## config.mk

```make
export PLATFORM = sky130hd
export DESIGN_NAME = wdg_core
export DESIGN_NICKNAME = d
export VERILOG_FILES = /design/src/rtl/wdg_pkg.sv /design/src/rtl/wdg_tick_gen.sv /design/src/rtl/wdg_down_counter.sv /design/src/rtl/wdg_core.sv
export SDC_FILE = /design/constraint.sdc
export NUM_CORES = 1
export LEC_CHECK = 0
export BUFFER_PORTS_ARGS = -buffer_cell sky130_fd_sc_hd__buf_2
export CAP_MARGIN = 20
export CORE_MARGIN = 2
export CORE_UTILIZATION = 49
export DETAILED_ROUTE_END_ITERATION = 10
export PLACE_DENSITY = 0.77
export RECOVER_POWER = 100
export SKIP_LAST_GASP = 1
export SLEW_MARGIN = 10
export SYNTH_ARGS = -nofsm -noshare
export SYNTH_HDL_FRONTEND = slang
export SYNTH_SLANG_ARGS = --single-unit
```

## constraint.sdc

```tcl
create_clock -name clk -period 3.1 [get_ports clk]
set_clock_uncertainty 0.2 [all_clocks]
set_input_delay 0.62 -clock clk [delete_from_list [all_inputs] [get_ports clk]]
set_output_delay 0.62 -clock clk [all_outputs]
set_load 0.02 [all_outputs]
```

## src/rtl/wdg_pkg.sv

```systemverilog
package wdg_pkg;

    typedef enum logic [1:0] {
        ST_IDLE = 2'd0,
        ST_ONE  = 2'd1,
        ST_TWO  = 2'd2
    } wdg_stage_e;

    localparam logic [1:0] ITYPE_IRQ = 2'b00;
    localparam logic [1:0] ITYPE_SMI = 2'b10;

    typedef struct packed {
        logic irq;
        logic smi;
        logic reboot;
    } wdg_fire_t;

    function automatic wdg_fire_t stage1_fire(input logic [1:0] itype);
        wdg_fire_t f;
        f.irq    = (itype == ITYPE_IRQ);
        f.smi    = (itype == ITYPE_SMI);
        f.reboot = 1'b0;
        return f;
    endfunction

endpackage

```

## src/rtl/wdg_tick_gen.sv

```systemverilog
module wdg_tick_gen #(
    parameter int SLOW_LOG2 = 15,
    parameter int FAST_LOG2 = 5
) (
    input  logic clk,
    input  logic rst,
    input  logic run,
    input  logic clear,
    input  logic rate_fast,
    output logic tick
);
    localparam int W = ((SLOW_LOG2 > FAST_LOG2) ? SLOW_LOG2 : FAST_LOG2) + 1;
    localparam logic [W-1:0] MASK_SLOW = W'((64'd1 << SLOW_LOG2) - 64'd1);
    localparam logic [W-1:0] MASK_FAST = W'((64'd1 << FAST_LOG2) - 64'd1);

    logic [W-1:0] pre_q;
    logic [W-1:0] limit;

    assign limit = rate_fast ? MASK_FAST : MASK_SLOW;
    // >= so that a rate change mid-count cannot strand the counter above the limit
    assign tick  = run && (pre_q >= limit);

    always_ff @(posedge clk) begin
        if (rst || clear || !run || tick)
            pre_q <= '0;
        else
            pre_q <= pre_q + 1'b1;
    end
endmodule

```

## src/rtl/wdg_down_counter.sv

```systemverilog
module wdg_down_counter #(
    parameter int CNT_W = 20
) (
    input  logic             clk,
    input  logic             rst,
    input  logic             load,
    input  logic [CNT_W-1:0] load_val,
    input  logic             dec,
    output logic             zero
);
    logic [CNT_W-1:0] cnt_q;

    assign zero = (cnt_q == '0);

    always_ff @(posedge clk) begin
        if (rst)
            cnt_q <= '0;
        else if (load)
            cnt_q <= load_val;
        else if (dec && !zero)
            cnt_q <= cnt_q - 1'b1;
    end
endmodule

```

## src/rtl/wdg_core.sv

```systemverilog
module wdg_core
    import wdg_pkg::*;
#(
    parameter int CNT_W     = 20,
    parameter int SLOW_LOG2 = 15,
    parameter int FAST_LOG2 = 5
) (
    input  logic             clk,
    input  logic             rst,
    input  logic             enable,
    input  logic             restart,
    input  logic [CNT_W-1:0] preload1,
    input  logic [CNT_W-1:0] preload2,
    input  logic             rate_fast,
    input  logic [1:0]       int_type,
    input  logic             reboot_en,
    input  logic             free_run,
    output logic             irq_pulse,
    output logic             smi_pulse,
    output logic             reboot_req,
    output logic             reboot_flag,
    output logic [1:0]       stage
);
    wdg_stage_e       stage_q, stage_d;
    logic             en_q;
    logic             start, expire, tick, cnt_zero, running;
    logic             load, dec, clr_pre;
    logic [CNT_W-1:0] load_val;
    wdg_fire_t        fire_d, fire_q;

    assign running = (stage_q != ST_IDLE);
    assign start   = enable && (restart || !en_q);
    assign expire  = running && tick && cnt_zero;

    wdg_tick_gen #(
        .SLOW_LOG2 (SLOW_LOG2),
        .FAST_LOG2 (FAST_LOG2)
    ) u_tick (
        .clk       (clk),
        .rst       (rst),
        .run       (running),
        .clear     (clr_pre),
        .rate_fast (rate_fast),
        .tick      (tick)
    );

    wdg_down_counter #(
        .CNT_W (CNT_W)
    ) u_cnt (
        .clk      (clk),
        .rst      (rst),
        .load     (load),
        .load_val (load_val),
        .dec      (dec),
        .zero     (cnt_zero)
    );

    // priority: disable, then start/keep-alive, then expiry, then plain tick
    always_comb begin
        stage_d  = stage_q;
        load     = 1'b0;
        load_val = preload1;
        dec      = 1'b0;
        clr_pre  = 1'b0;
        fire_d   = '0;
        if (!enable) begin
            stage_d = ST_IDLE;
            clr_pre = 1'b1;
        end else if (start) begin
            stage_d = ST_ONE;
            load    = 1'b1;
            clr_pre = 1'b1;
        end else if (expire) begin
            clr_pre = 1'b1;
            if (stage_q == ST_ONE) begin
                stage_d  = ST_TWO;
                load     = 1'b1;
                load_val = preload2;
                fire_d   = stage1_fire(int_type);
            end else if (reboot_en) begin
                stage_d       = ST_IDLE;
                fire_d.reboot = 1'b1;
            end else if (free_run) begin
                stage_d = ST_ONE;
                load    = 1'b1;
            end else begin
                stage_d = ST_IDLE;
            end
        end else if (tick) begin
            dec = 1'b1;
        end
    end

    always_ff @(posedge clk) begin
        if (rst) begin
            stage_q     <= ST_IDLE;
            en_q        <= 1'b0;
            fire_q      <= '0;
            reboot_flag <= 1'b0;
        end else begin
            stage_q <= stage_d;
            en_q    <= enable;
            fire_q  <= fire_d;
            if (fire_d.reboot)
                reboot_flag <= 1'b1;
        end
    end

    assign irq_pulse  = fire_q.irq;
    assign smi_pulse  = fire_q.smi;
    assign reboot_req = fire_q.reboot;
    assign stage      = stage_q;
endmodule

```

* Word level (Yosys, flattened, before mapping)
Index checks and enable logic that the tools add are counted.
Storage, ports and cells: register bits after elaboration 43, bits in latches 0, RAM bits 0, bits in read-only memories 0, input port bits 49, logic and storage cells 67, memories kept 0
Cells by class: add/subtract/negate cells 2, multipliers 0, div/mod/pow operators 0, order comparisons 1, equal/unequal tests 2, shift operators 0, multiplexer cells 30, bitwise logic cells 3, reduce and logical (&&, ||, !) cells 20
Operators with widths (number):
- two-way mux 20 bit | 6
- two-way mux 1 bit | 22
- zero test 20 bit | 1
- subtractor 20 x 1 -> 20 bit (second input constant) | 1
- adder 16 x 1 -> 16 bit (second input constant) | 1
- greater-or-equal comparator 16 bit | 1
- two-way mux 15 bit | 1
- nonzero test 2 bit | 3
- logical AND 1 bit | 5
- OR reduction 5 bit | 1
- logical OR 1 bit | 4
- zero test 1 bit | 3
- inverter 1 bit | 3
- OR reduction 3 bit | 1
- equality test 2 x 1 -> 1 bit (second input constant) | 1
- equality test 2 bit (second input constant) | 1
- zero test 2 bit | 1
- two-way mux 2 bit | 1
- OR reduction 2 bit | 1

* Depth between registers and ports, before layout
Gate-level depths: netlist of the first run.
word-level depth 11, depth in mapped cells 12, gate-level depth less buffers 9

* By module
Synthesis of the first run repeated with hierarchy kept, for this count alone.
Unflattened totals: cells, all modules 305, area total of the unflattened synthesis 2934.1 um^2
Modules (own cells, without submodules):
- wdg_down_counter | instances 1, cells each 143, area each 1213.7 um^2, seq. area each 400.4 um^2
- wdg_tick_gen | instances 1, cells each 106, area each 1053.5 um^2, seq. area each 320.3 um^2
- wdg_core | instances 1, cells each 56, area each 666.9 um^2, seq. area each 140.1 um^2

* Least setup slack after synthesis of the first run
No wires, ideal clock.
kind reg-to-reg, from register u_cnt.cnt_q[10], to register u_cnt.cnt_q[1], setup time 133 ps, data arrival time 2725 ps, required time 2767 ps, path slack 42 ps, stages on the path, launching flop included 9, clock period less this slack 3058 ps, cell sequence dfxtp_1 > or4_4 > or4b_4 > or2_4 > a2111oi_4 > buf_6 > mux2_1 > nand2_1 > a21oi_1
On the way: cells in the longest elaborated chain, start to end 7, elaborated cells between the ends (all ways) 15, those cells by class mux (10); reduce/logical (5)
RTL lines:
- start: declaration | RTL line wdg_down_counter.sv:11 | logic [CNT_W-1:0] cnt_q;
- start signal: assignment | RTL line wdg_down_counter.sv:19 | cnt_q <= load_val;
- start signal: assignment | RTL line wdg_down_counter.sv:21 | cnt_q <= cnt_q - 1'b1;
- zero test 20 bit * | RTL line wdg_down_counter.sv:13 | assign zero = (cnt_q == '0);
- logical AND 1 bit | RTL line wdg_core.sv:33 | assign expire = running && tick && cnt_zero;
- two-way mux 1 bit | RTL line wdg_core.sv:73 | end else if (expire) begin
- two-way mux 1 bit | RTL line wdg_core.sv:69 | end else if (start) begin
- two-way mux 1 bit | RTL line wdg_core.sv:66 | if (!enable) begin
- logical AND 1 bit | RTL line wdg_down_counter.sv:20 | else if (dec && !zero)
- nonzero test 2 bit (no line)
Every way passes the cells marked *; elsewhere a longest branch is shown, timed or not. A chain may end at the register's enable or synchronous reset.

* Worst setup path in the final report of the first run
from register u_cnt.cnt_q[10], to register u_cnt.cnt_q[4]
Same word-level chain as after synthesis.

==> impl_metrics.csv, run 1 <==
group,metric,value,unit
yosys,yosysWarnings,0,
yosys,synth_edf_count,0,
clock_tree,clock_latency,0.29,ns
place,gp_congestion,0.815,
status,status,"complete, no violations",
global_routing,antenna_found_initial,0,
sta,setup_viol,0,
routing,drcViolationCount,0,
critical_path,cp_top_family,"simple AND/OR/NAND/NOR gates",
power,seq_power_share,0.534,
critical_path,slowest_delay,0.55,ns
yosys,ys_types,50,
critical_path,critPathLaunchType,"register",
job,cap_violations,0,
clock_tree,cts_made_buffers,5,
clock_tree,clk_pin_slew_worst_paths,0.08,ns
routing,ant_nets,0,
routing,drt-pass1-iter-count,4,
sta,rsz0062_at_grt,"no",
critical_path,path_max_fanout,7,
worst_hold_path,worst_hold_path_type,"reg2reg",
global_routing,grt_pass1_vias,2081,
yosys,netlist_instances,293,
critical_path,required,3.06,ns
power,p_switching,0.000285,W
place,numPortBuffers,54,
finish,syn_to_final_growth,26.3,%
routing,via_count,2390,
clock_tree,h-tree-depth,2,
sta,min_period,3.00,ns
floorplanning,start_util,0.501,
place,place_hpwl,4320,um
yosys,syn_nets,354,
yosys,seq_area_frac_synth,0.341,
power,peakVddDrop,0.223,mV
global_routing,grt_max_degree,25,
sta,hold_viol,0,
floorplanning,pin_count,55,
yosys,avgSynthCellArea,8.62,sq um
floorplanning,die_w,75.8,um
yosys,ys_ff_latch,43,
power,powerDensity,346,nW/um^2
routing,initialDrtViolationCount,123,
yosys,syn_area,2520,sq um
power,switching_share,0.258,
floorplanning,die_h,75.8,um
yosys,async_flop_share,0,
clock_tree,clock_path_buffers,2,
place,dpl_cell_area,3060,sq um
power,power_frac_clock,0.306,
critical_path,path_buf_inv,3,
sta,drv_slew,0,
floorplanning,design.die.area,5740,sq um
global_routing,grt_remaining_overflow,0,
global_routing,track_usage,0.201,
critical_path,crit_arrival,2.96,ns
critical_path,cp-end-kind,"register",
sta,clock.fmax,333,MHz
clock_tree,cts_sinks,43,
global_routing,grt_pass1_wl,8980,um
clock_tree,cts_tree,"done",
routing,vias_per_cell,5.37,
critical_path,cp_slowest_cell,"or4_4",
finish,stdcell_area,3190,sq um
power,pwr-share-comb,0.160,
critical_path,path_cells,"or4_4 > or4b_4 > or2_4 > a2111oi_4 > buf_4 > buf_12 > clkbuf_4 > nor2b_1 > a211oi_1 > a311oi_1",
sta,worst_pin_slew,0.459,ns
finish,antenna_cells,0,
critical_path,worst-setup-path-type,"reg2reg",
routing,drt-total-wl,5730,um
routing,wl_per_cell,12.9,um
clock_tree,root_buffer,"clkbuf_8",
floorplanning,core_area,5040,sq um
finish,fill_cells,436,
finish,nNetsFinal,435,
sta,timing.final.crit_share,0.969,
yosys,yosys_most_used_dff,"dfxtp_1",
floorplanning,rows,26,
finish,drive_gt1_frac,0.248,
sta,finalSetupTns,0,ns
power,p_leak,1.27,nW
power,internal_power,0.000819,W
sta,maxSlewHeadroom,0.690,
## routing by layer
metal | wire (um) | global-route usage | vias to the layer above
met5 | 0 | 0 | -
met2 | 2710 | 0.326 | 57
li1 | - | - | 1225
met1 | 2690 | 0.274 | 1101
met4 | 69 | 0.0721 | 0
met3 | 256 | 0.0278 | 7
## power by group through the flow
stage / combinational (W) / clock, W / sequential (W)
6_report: 0.000177 / 0.000337 / 0.000590
5_1_grt: 0.000198 / 0.000365 / 0.000593
4_1_cts: 0.000175 / 0.000345 / 0.000590
3_5_place_dp: 0.000174 / 0 / 0.000603
3_3_place_gp: 0.000169 / 0 / 0.000602
2_1_floorplan: 0.000100 / 0 / 0.000600
## stage by stage
| stage | setup slack, ns | power [W] | instances | hold WS (ns) | utilization |
|---|---|---|---|---|---|
| 6_report | 0.0962 | 0.00110 | 445 | 0.265 | 0.632 |
| 5_1_grt | 0.000361 | 0.00116 | 445 | 0.297 | 0.632 |
| 3_5_place_dp | -0.158 | 0.000777 | 431 | 0.252 | 0.607 |
| 3_3_place_gp | -0.0444 | 0.000770 | 431 | 0.230 | 0.607 |
| 4_1_cts | 0.0181 | 0.00111 | 439 | 0.271 | 0.623 |
| 2_1_floorplan | 0.0422 | 0.000701 | 293 | 0.226 | - |
## path summary, 6_finish.rpt
| check | startpoint | endpoint | slack, ns | depth (start not counted) |
|---|---|---|---|---|
| setup / recovery | u_cnt.cnt_q[10] | u_cnt.cnt_q[4] | 0.1 | 10 |
| hold / removal | u_tick.pre_q[0] | u_tick.pre_q[0] | 0.26 | 1 |
| setup reg to reg | u_cnt.cnt_q[10] | u_cnt.cnt_q[4] | 0.1 | 10 |
| hold reg to reg | u_tick.pre_q[0] | u_tick.pre_q[0] | 0.26 | 1 |
## area by class of cell
class	instances	area (sq um)	share of cell area
multi-input combinational	228	1580	0.496
sequential	43	861	0.270
timing repair buffer	87	544	0.171
tap	70	87.6	0.0275
clock buffer	7	76.3	0.0239
inverter	9	33.8	0.0106
clock inverter	1	5.00	0.00157
## placed cells by master, fill, tap and decap left out, types with 2 or more instances in the layout
| cell | instances |
|---|---|
| buf_2 | 48 |
| dfxtp_1 | 43 |
| nor2_1 | 36 |
| nand2_1 | 22 |
| a211oi_1 | 21 |
| buf_4 | 21 |
| xor2_1 | 17 |
| mux2i_1 | 15 |
| ha_1 | 12 |
| a21oi_1 | 11 |
| clkbuf_1 | 11 |
| inv_1 | 9 |
| nor3_1 | 7 |
| o21ai_0 | 7 |
| nand4_1 | 6 |
| nand3_1 | 6 |
| xnor2_1 | 6 |
| a31oi_1 | 5 |
| clkbuf_8 | 5 |
| nor2b_1 | 4 |
| and2_1 | 4 |
| and2b_1 | 4 |
| a311oi_1 | 4 |
| and3_1 | 4 |
| clkbuf_2 | 4 |
| a21o_1 | 3 |
| nor4_1 | 3 |
| nand3b_1 | 3 |
| o31a_1 | 3 |
| buf_12 | 3 |
| a211oi_2 | 2 |
| or3_1 | 2 |
| nand2b_1 | 2 |
| nor4b_1 | 2 |
## sequential cells by signal, indices dropped and copies added, names as in the netlist
signal	cells
u_cnt.cnt_q	20
u_tick.pre_q	16
stage	2
en_q	1
irq_pulse	1
reboot_flag	1
reboot_req	1
smi_pulse	1
## repair_timing
| item | CTS | global route |
|---|---|---|
| setup endpoints to repair | 0 | 15 |
| setup buffers | 0 | 5 |
| hold buffers | 0 | 0 |
| gates resized for setup | 0 | 4 |
## Yosys cell counts, drive strengths merged (3+ instances only)
master | instances | area (sq um)
nand4 | 6 | 37.5
and2b | 4 | 30.0
and3 | 4 | 25.0
and2 | 4 | 25.0
a311oi | 4 | 35.0
o21ai | 7 | 35.0
ha | 12 | 150
nand3 | 6 | 30.0
nand2 | 22 | 82.6
clkbuf | 7 | 26.3
nor2b | 4 | 25.0
xor2 | 17 | 149
a211oi | 23 | 178
a31oi | 5 | 31.3
o31a | 3 | 26.3
nand3b | 3 | 22.5
xnor2 | 6 | 52.6
a21o | 3 | 22.5
inv | 9 | 33.8
buf | 6 | 36.3
a21oi | 11 | 55.1
nor2 | 36 | 135
nor3 | 7 | 35.0
mux2i | 15 | 150
nor4 | 3 | 18.8
dfxtp | 43 | 861
## cell families after synthesis
family / Yosys count / share of synthesized area
muxes: 16 / 0.0639
xor gates and xnor gates: 23 / 0.0798
DFF: 43 / 0.341
buffers and inverters: 22 / 0.0382
AOI/OAI and AO/OA: 66 / 0.193
and+or+nand+nor: 111 / 0.224
adders and majority gates: 12 / 0.0595
Note: power is estimated with default switching activity, not from simulation.
==> inputs of run 2 (changes only) <==
Settings changed: CAP_MARGIN 20 to default, CORE_UTILIZATION 49 to 54, PLACE_DENSITY 0.77 to 0.8, RECOVER_POWER 100 to 50.
Clock period 3.1 ns to 2.8 ns, I/O delays scaled along.
==> impl_metrics.csv, run 2 (synthesis gave the netlist of run 1 again) <==
group,metric,value,unit
clock_tree,clock_path_buffers,2,
critical_path,slowest_delay,0.53,ns
power,p_total,0.00138,W
global_routing,met2_usage,0.430,
floorplanning,start_util,0.568,
routing,initialDrtViolationCount,212,
finish,drive_gt1_frac,0.316,
worst_hold_path,holdPathStages,2,
finish,largest_register_ffs,20,
critical_path,path_max_fanout,12,
global_routing,grt_pass1_vias,2385,
critical_path,reg2reg_slack,-0.10,ns
power,internal_power,0.00102,W
critical_path,path_cells,"or4_4 > or4b_4 > or2_4 > a2111oi_4 > buf_6 > buf_6 > mux2i_1 > a221oi_2",
clock_tree,cts_tree,"done",
critical_path,required,2.77,ns
routing,via_count,2546,
finish,layout_common_cells,"buf_2, buf_4, dfxtp_1",
clock_tree,clk_pin_slew_worst_paths,0.09,ns
power,p_leak,1.35,nW
global_routing,use_met3,0.0528,
finish,fill_cells,335,
worst_hold_path,worst_hold_path_type,"in2reg",
place,place_ws,-0.385,ns
clock_tree,cts_sinks,43,
critical_path,critPathLaunch,"u_cnt.cnt_q[10]",
finish,final_util,0.755,
power,pwr-share-comb,0.168,
global_routing,grt.met1_usage,0.301,
routing,drt-total-wl,6400,um
sta,setup_slack,-0.105,ns
clock_tree,cts_made_buffers,5,
floorplanning,core_area,4440,sq um
power,power_frac_clock,0.357,
critical_path,critPathLaunchType,"register",
routing,drt-pass1-iter-count,5,
critical_path,rr_endpoint,"u_cnt.cnt_q[6]",
place,place_hpwl,4640,um
power,switching_share,0.259,
sta,min_period,2.90,ns
floorplanning,rows,24,
critical_path,crit_arrival,2.87,ns
routing,drcViolationCount,0,
floorplanning,pin_count,55,
global_routing,grt_max_degree,25,
routing,vias_per_cell,5.77,
sta,maxSlewHeadroom,0.670,
sta,timing.final.crit_share,1.04,
place,gp_congestion,0.818,
critical_path,worstSetupEndpoint,"u_cnt.cnt_q[6]",
critical_path,cp_slowest_cell,"or4_4",
power,powerDensity,410,nW/um^2
sta,worst_pin_slew,0.495,ns
critical_path,reg2reg_depth,8,
critical_path,reg2reg_from,"u_cnt.cnt_q[10]",
power,p_switching,0.000357,W
sta,clock.fmax,344,MHz
critical_path,cp-end-kind,"register",
finish,antenna_cells,0,
global_routing,grt.busiest_layer,"met2",
sta,hold_viol,0,
floorplanning,die_w,72.4,um
sta,finalSetupTns,-0.929,ns
global_routing,grt_pass1_wl,10200,um
clock_tree,postCtsHoldBufs,0,
floorplanning,design.die.area,5240,sq um
status,violations,"setup timing",
global_routing,track_usage,0.246,
finish,regMostFlops,"u_cnt.cnt_q",
finish,nNetsFinal,449,
routing,ant_nets,0,
sta,setup_viol,18,
status,status,"complete, but fails checks",
place,numPortBuffers,54,
sta,drv_slew,0,
power,seq_power_share,0.474,
floorplanning,die_h,72.4,um
finish,syn_to_final_growth,32.9,%
critical_path,worst-setup-path-type,"reg2reg",
global_routing,grt_remaining_overflow,0,
clock_tree,clock_latency,0.30,ns
finish,seq_area,863,sq um
sta,rsz0062_at_grt,"yes",
critical_path,cp_common_cell,"buf_6",
global_routing,antenna_found_initial,0,
finish,layout_commonest_cell,"buf_2",
clock_tree,h-tree-depth,2,
finish,multi_input_area,1650,sq um
routing,wl_per_cell,14.5,um
clock_tree,root_buffer,"clkbuf_8",
job,cap_violations,0,
power,peakVddDrop,0.279,mV
-- run 2: repair_timing --
item                       CTS  global route
setup buffers                0             5
gates resized for setup      7            13
setup endpoints to repair   20            39
pin swaps                    0             4
hold endpoints to repair     0             0
cloned                       0             0
-- run 2: power by group through the flow --
| stage | Combinational [W] | Clock [W] | Sequential, W |
|---|---|---|---|
| floorplan | 0.000112 | 0 | 0.000665 |
| detailed placement | 0.000213 | 0 | 0.000666 |
| CTS | 0.000218 | 0.000496 | 0.000652 |
| global placement | 0.000205 | 0 | 0.000665 |
| global route | 0.000254 | 0.000525 | 0.000656 |
| finish | 0.000232 | 0.000492 | 0.000652 |
-- run 2: how the worst min path moves through the flow --
stage | start | to | slack (ns)
finish | int_type[1] | irq_pulse | 0.26
global placement | reboot_flag | reboot_flag | 0.23
global route | int_type[0] | smi_pulse | 0.24
floorplan | u_tick.pre_q[0] | u_tick.pre_q[0] | 0.20
detailed placement | reboot_flag | reboot_flag | 0.25
CTS | int_type[1] | irq_pulse | 0.25
-- run 2: area by class of cell --
type,count,area share
Multi-Input combinational cell,228,0.492
Inverter,9,0.0101
Clock buffer,5,0.0205
Tap cell,52,0.0194
Sequential cell,43,0.257
Timing Repair Buffer,101,0.188
Clock inverter,3,0.0130
-- run 2: metal layers --
metal | routed length, um | part of all wire
met1 | 2690 | 0.42
met2 | 3160 | 0.49
met3 | 426 | 0.067
met4 | 128 | 0.020
met5 | 0 | 0
-- run 2: worst max-delay path, delay by kind of cell (launching register included) --
| kind | cells | cell delay, ns |
|---|---|---|
| AND/OR/NAND/NOR | 3 | 1.30 |
| buffers and inverters | 2 | 0.35 |
| flip-flops | 1 | 0.32 |
| AO/OA/AOI/OAI | 2 | 0.32 |
| multiplexers | 1 | 0.28 |
-- run 2: per-stage QoR --
step | hold WS [ns] | instance area [sq um] | std cells
floorplan | 0.204 | 2560 | 293
global placement | 0.232 | 3130 | 428
detailed placement | 0.247 | 3130 | 428
CTS | 0.255 | 3270 | 436
global route | 0.236 | 3360 | 441
finish | 0.263 | 3360 | 441
==> inputs of run 3 (changes only) <==
Settings changed: PLACE_DENSITY 0.8 to default, PLACE_DENSITY_LB_ADDON from default to 0.25.
==> impl_metrics.csv, run 3 (synthesis gave the netlist of run 1 again) <==
group,metric,value,unit
worst_hold_path,worst_hold_path_type,"in2reg",
finish,largest_register_ffs,20,
critical_path,slowest_delay,0.52,ns
clock_tree,cts_sinks,43,
critical_path,path_max_fanout,7,
finish,fin_cells,436,
status,status,"complete, but fails checks",
global_routing,grt_max_degree,25,
finish,antenna_cells,0,
routing,drcViolationCount,0,
clock_tree,cts_made_buffers,5,
clock_tree,root_buffer,"clkbuf_8",
critical_path,critPathLaunch,"u_cnt.cnt_q[10]",
critical_path,reg2reg_slack,-0.1,ns
power,p_leak,1.38,nW
place,place_hpwl,4270,um
floorplanning,rows,24,
critical_path,crit_arrival,2.86,ns
sta,rsz0062_at_grt,"yes",
place,gp_congestion,0.797,
critical_path,worstSetupEndpoint,"u_cnt.cnt_q[6]",
finish,layout_common_cells,"buf_2, dfxtp_1, buf_4",
job,cap_violations,0,
sta,finalSetupTns,-0.830,ns
global_routing,grt_pass1_vias,2335,
clock_tree,clock_latency,0.30,ns
critical_path,critPathLaunchType,"register",
finish,syn_to_final_growth,33.4,%
sta,min_period,2.90,ns
sta,worst_pin_slew,0.480,ns
finish,final_util,0.758,
sta,clock.fmax,345,MHz
routing,wl_per_cell,14.4,um
critical_path,path_buf_inv,1,
critical_path,reg2reg_from,"u_cnt.cnt_q[10]",
sta,timing.final.crit_share,1.03,
critical_path,reg2reg_depth,7,
floorplanning,core_area,4440,sq um
sta,hold_viol,0,
critical_path,cp.depth,7,
critical_path,worst-setup-path-type,"reg2reg",
sta,maxSlewHeadroom,0.675,
global_routing,antenna_found_initial,0,
worst_hold_path,worstHoldStart,"int_type[1]",
routing,via_count,2477,
clock_tree,postCtsHoldBufs,0,
floorplanning,die_h,72.4,um
floorplanning,die_w,72.4,um
routing,ant_nets,0,
routing,drt-pass1-iter-count,4,
critical_path,rr_endpoint,"u_cnt.cnt_q[6]",
place,placed_cells,417,
finish,drive_gt1_frac,0.320,
clock_tree,cts_tree,"done",
clock_tree,h-tree-depth,2,
routing,initialDrtViolationCount,138,
global_routing,track_usage,0.239,
sta,hold_ws,0.227,ns
critical_path,cp-end-kind,"register",
floorplanning,start_util,0.568,
sta,drv_slew,0,
critical_path,required,2.76,ns
floorplanning,design.die.area,5240,sq um
clock_tree,clk_pin_slew_worst_paths,0.08,ns
floorplanning,pin_count,55,
place,numPortBuffers,54,
global_routing,grt_remaining_overflow,0,
finish,fill_cells,322,
finish,nNetsFinal,444,
critical_path,cp_top_family,"simple AND/OR/NAND/NOR gates",
finish,layout_commonest_cell,"buf_2",
sta,setup_slack,-0.0971,ns
sta,setup_viol,19,
global_routing,grt_pass1_wl,10000,um
critical_path,cp_slowest_cell,"or4_4",
status,violations,"setup timing",
critical_path,path_cells,"or4_4 > or4b_4 > or2_4 > a2111oi_4 > buf_4 > mux2i_1 > a221oi_1",
clock_tree,clock_path_buffers,2,
power,powerDensity,431,nW/um^2
routing,vias_per_cell,5.68,
routing,drt-total-wl,6260,um
power,peakVddDrop,0.360,mV
finish,regMostFlops,"u_cnt.cnt_q",
-- run 3: cell types whose count changed in the layout (fill, tap and decap cells not counted), sizes merged --
cell,delta
bufinv,+1
clkbuf,-4
clkinv,-2
-- run 3: worst reg2reg max path, cell delays in order, from the launching register on --
cell and delay (ns):
dfxtp_2 0.32, or4_4 0.52, or4b_4 0.50, or2_4 0.26, a2111oi_4 0.28, buf_4 0.26, mux2i_1 0.28, a221oi_1 0.13
-- run 3: worst min path at each step --
stage                           end  slack (ns)  depth (start not counted)
floorplan           u_tick.pre_q[0]        0.20                          1
global placement    u_tick.pre_q[0]        0.22                          1
detailed placement  u_tick.pre_q[0]        0.22                          1
CTS                       irq_pulse        0.22                          2
global route              smi_pulse        0.24                          2
finish                    irq_pulse        0.23                          2
-- run 3: through the flow --
step           area, sq um  setup WS (ns)  total power, W
2_1_floorplan         2560        -0.0826        0.000777
3_3_place_gp          3060         -0.246        0.000860
3_5_place_dp          3060         -0.335        0.000868
4_1_cts               3240        -0.0954         0.00144
5_1_grt               3370         -0.232         0.00151
6_report              3370        -0.0971         0.00145
-- run 3: power by group --
part	total [W]	internal [W]	switching, W
logic	0.000228	0.000119	0.000109
clock network	0.000569	0.000356	0.000213
registers	0.000655	0.000635	0.0000204
-- run 3: layout make-up --
cell class / instances / area, sq um / share of cell area
Multi-Input combinational cell: 228 / 1640 / 0.486
Timing Repair Buffer: 96 / 638 / 0.189
Clock buffer: 6 / 72.6 / 0.0215
Sequential cell: 43 / 863 / 0.256
Clock inverter: 2 / 60.1 / 0.0178
Inverter: 9 / 33.8 / 0.0100
Tap cell: 52 / 65.1 / 0.0193
-- run 3: layer usage --
layer  GRT usage  routed length, um
met5           0                  0
met4      0.0782                 82
met3      0.0486                281
met2       0.403               3020
met1       0.307               2870
-- run 3: what timing repair did --
action / in CTS / in global routing
gates cloned: 0 / 1
setup buffers: 3 / 7
endpoints found under the setup margin: 18 / 23
hold endpoints to repair: 0 / 0
gates resized for setup: 5 / 12
pin swaps: 0 / 4
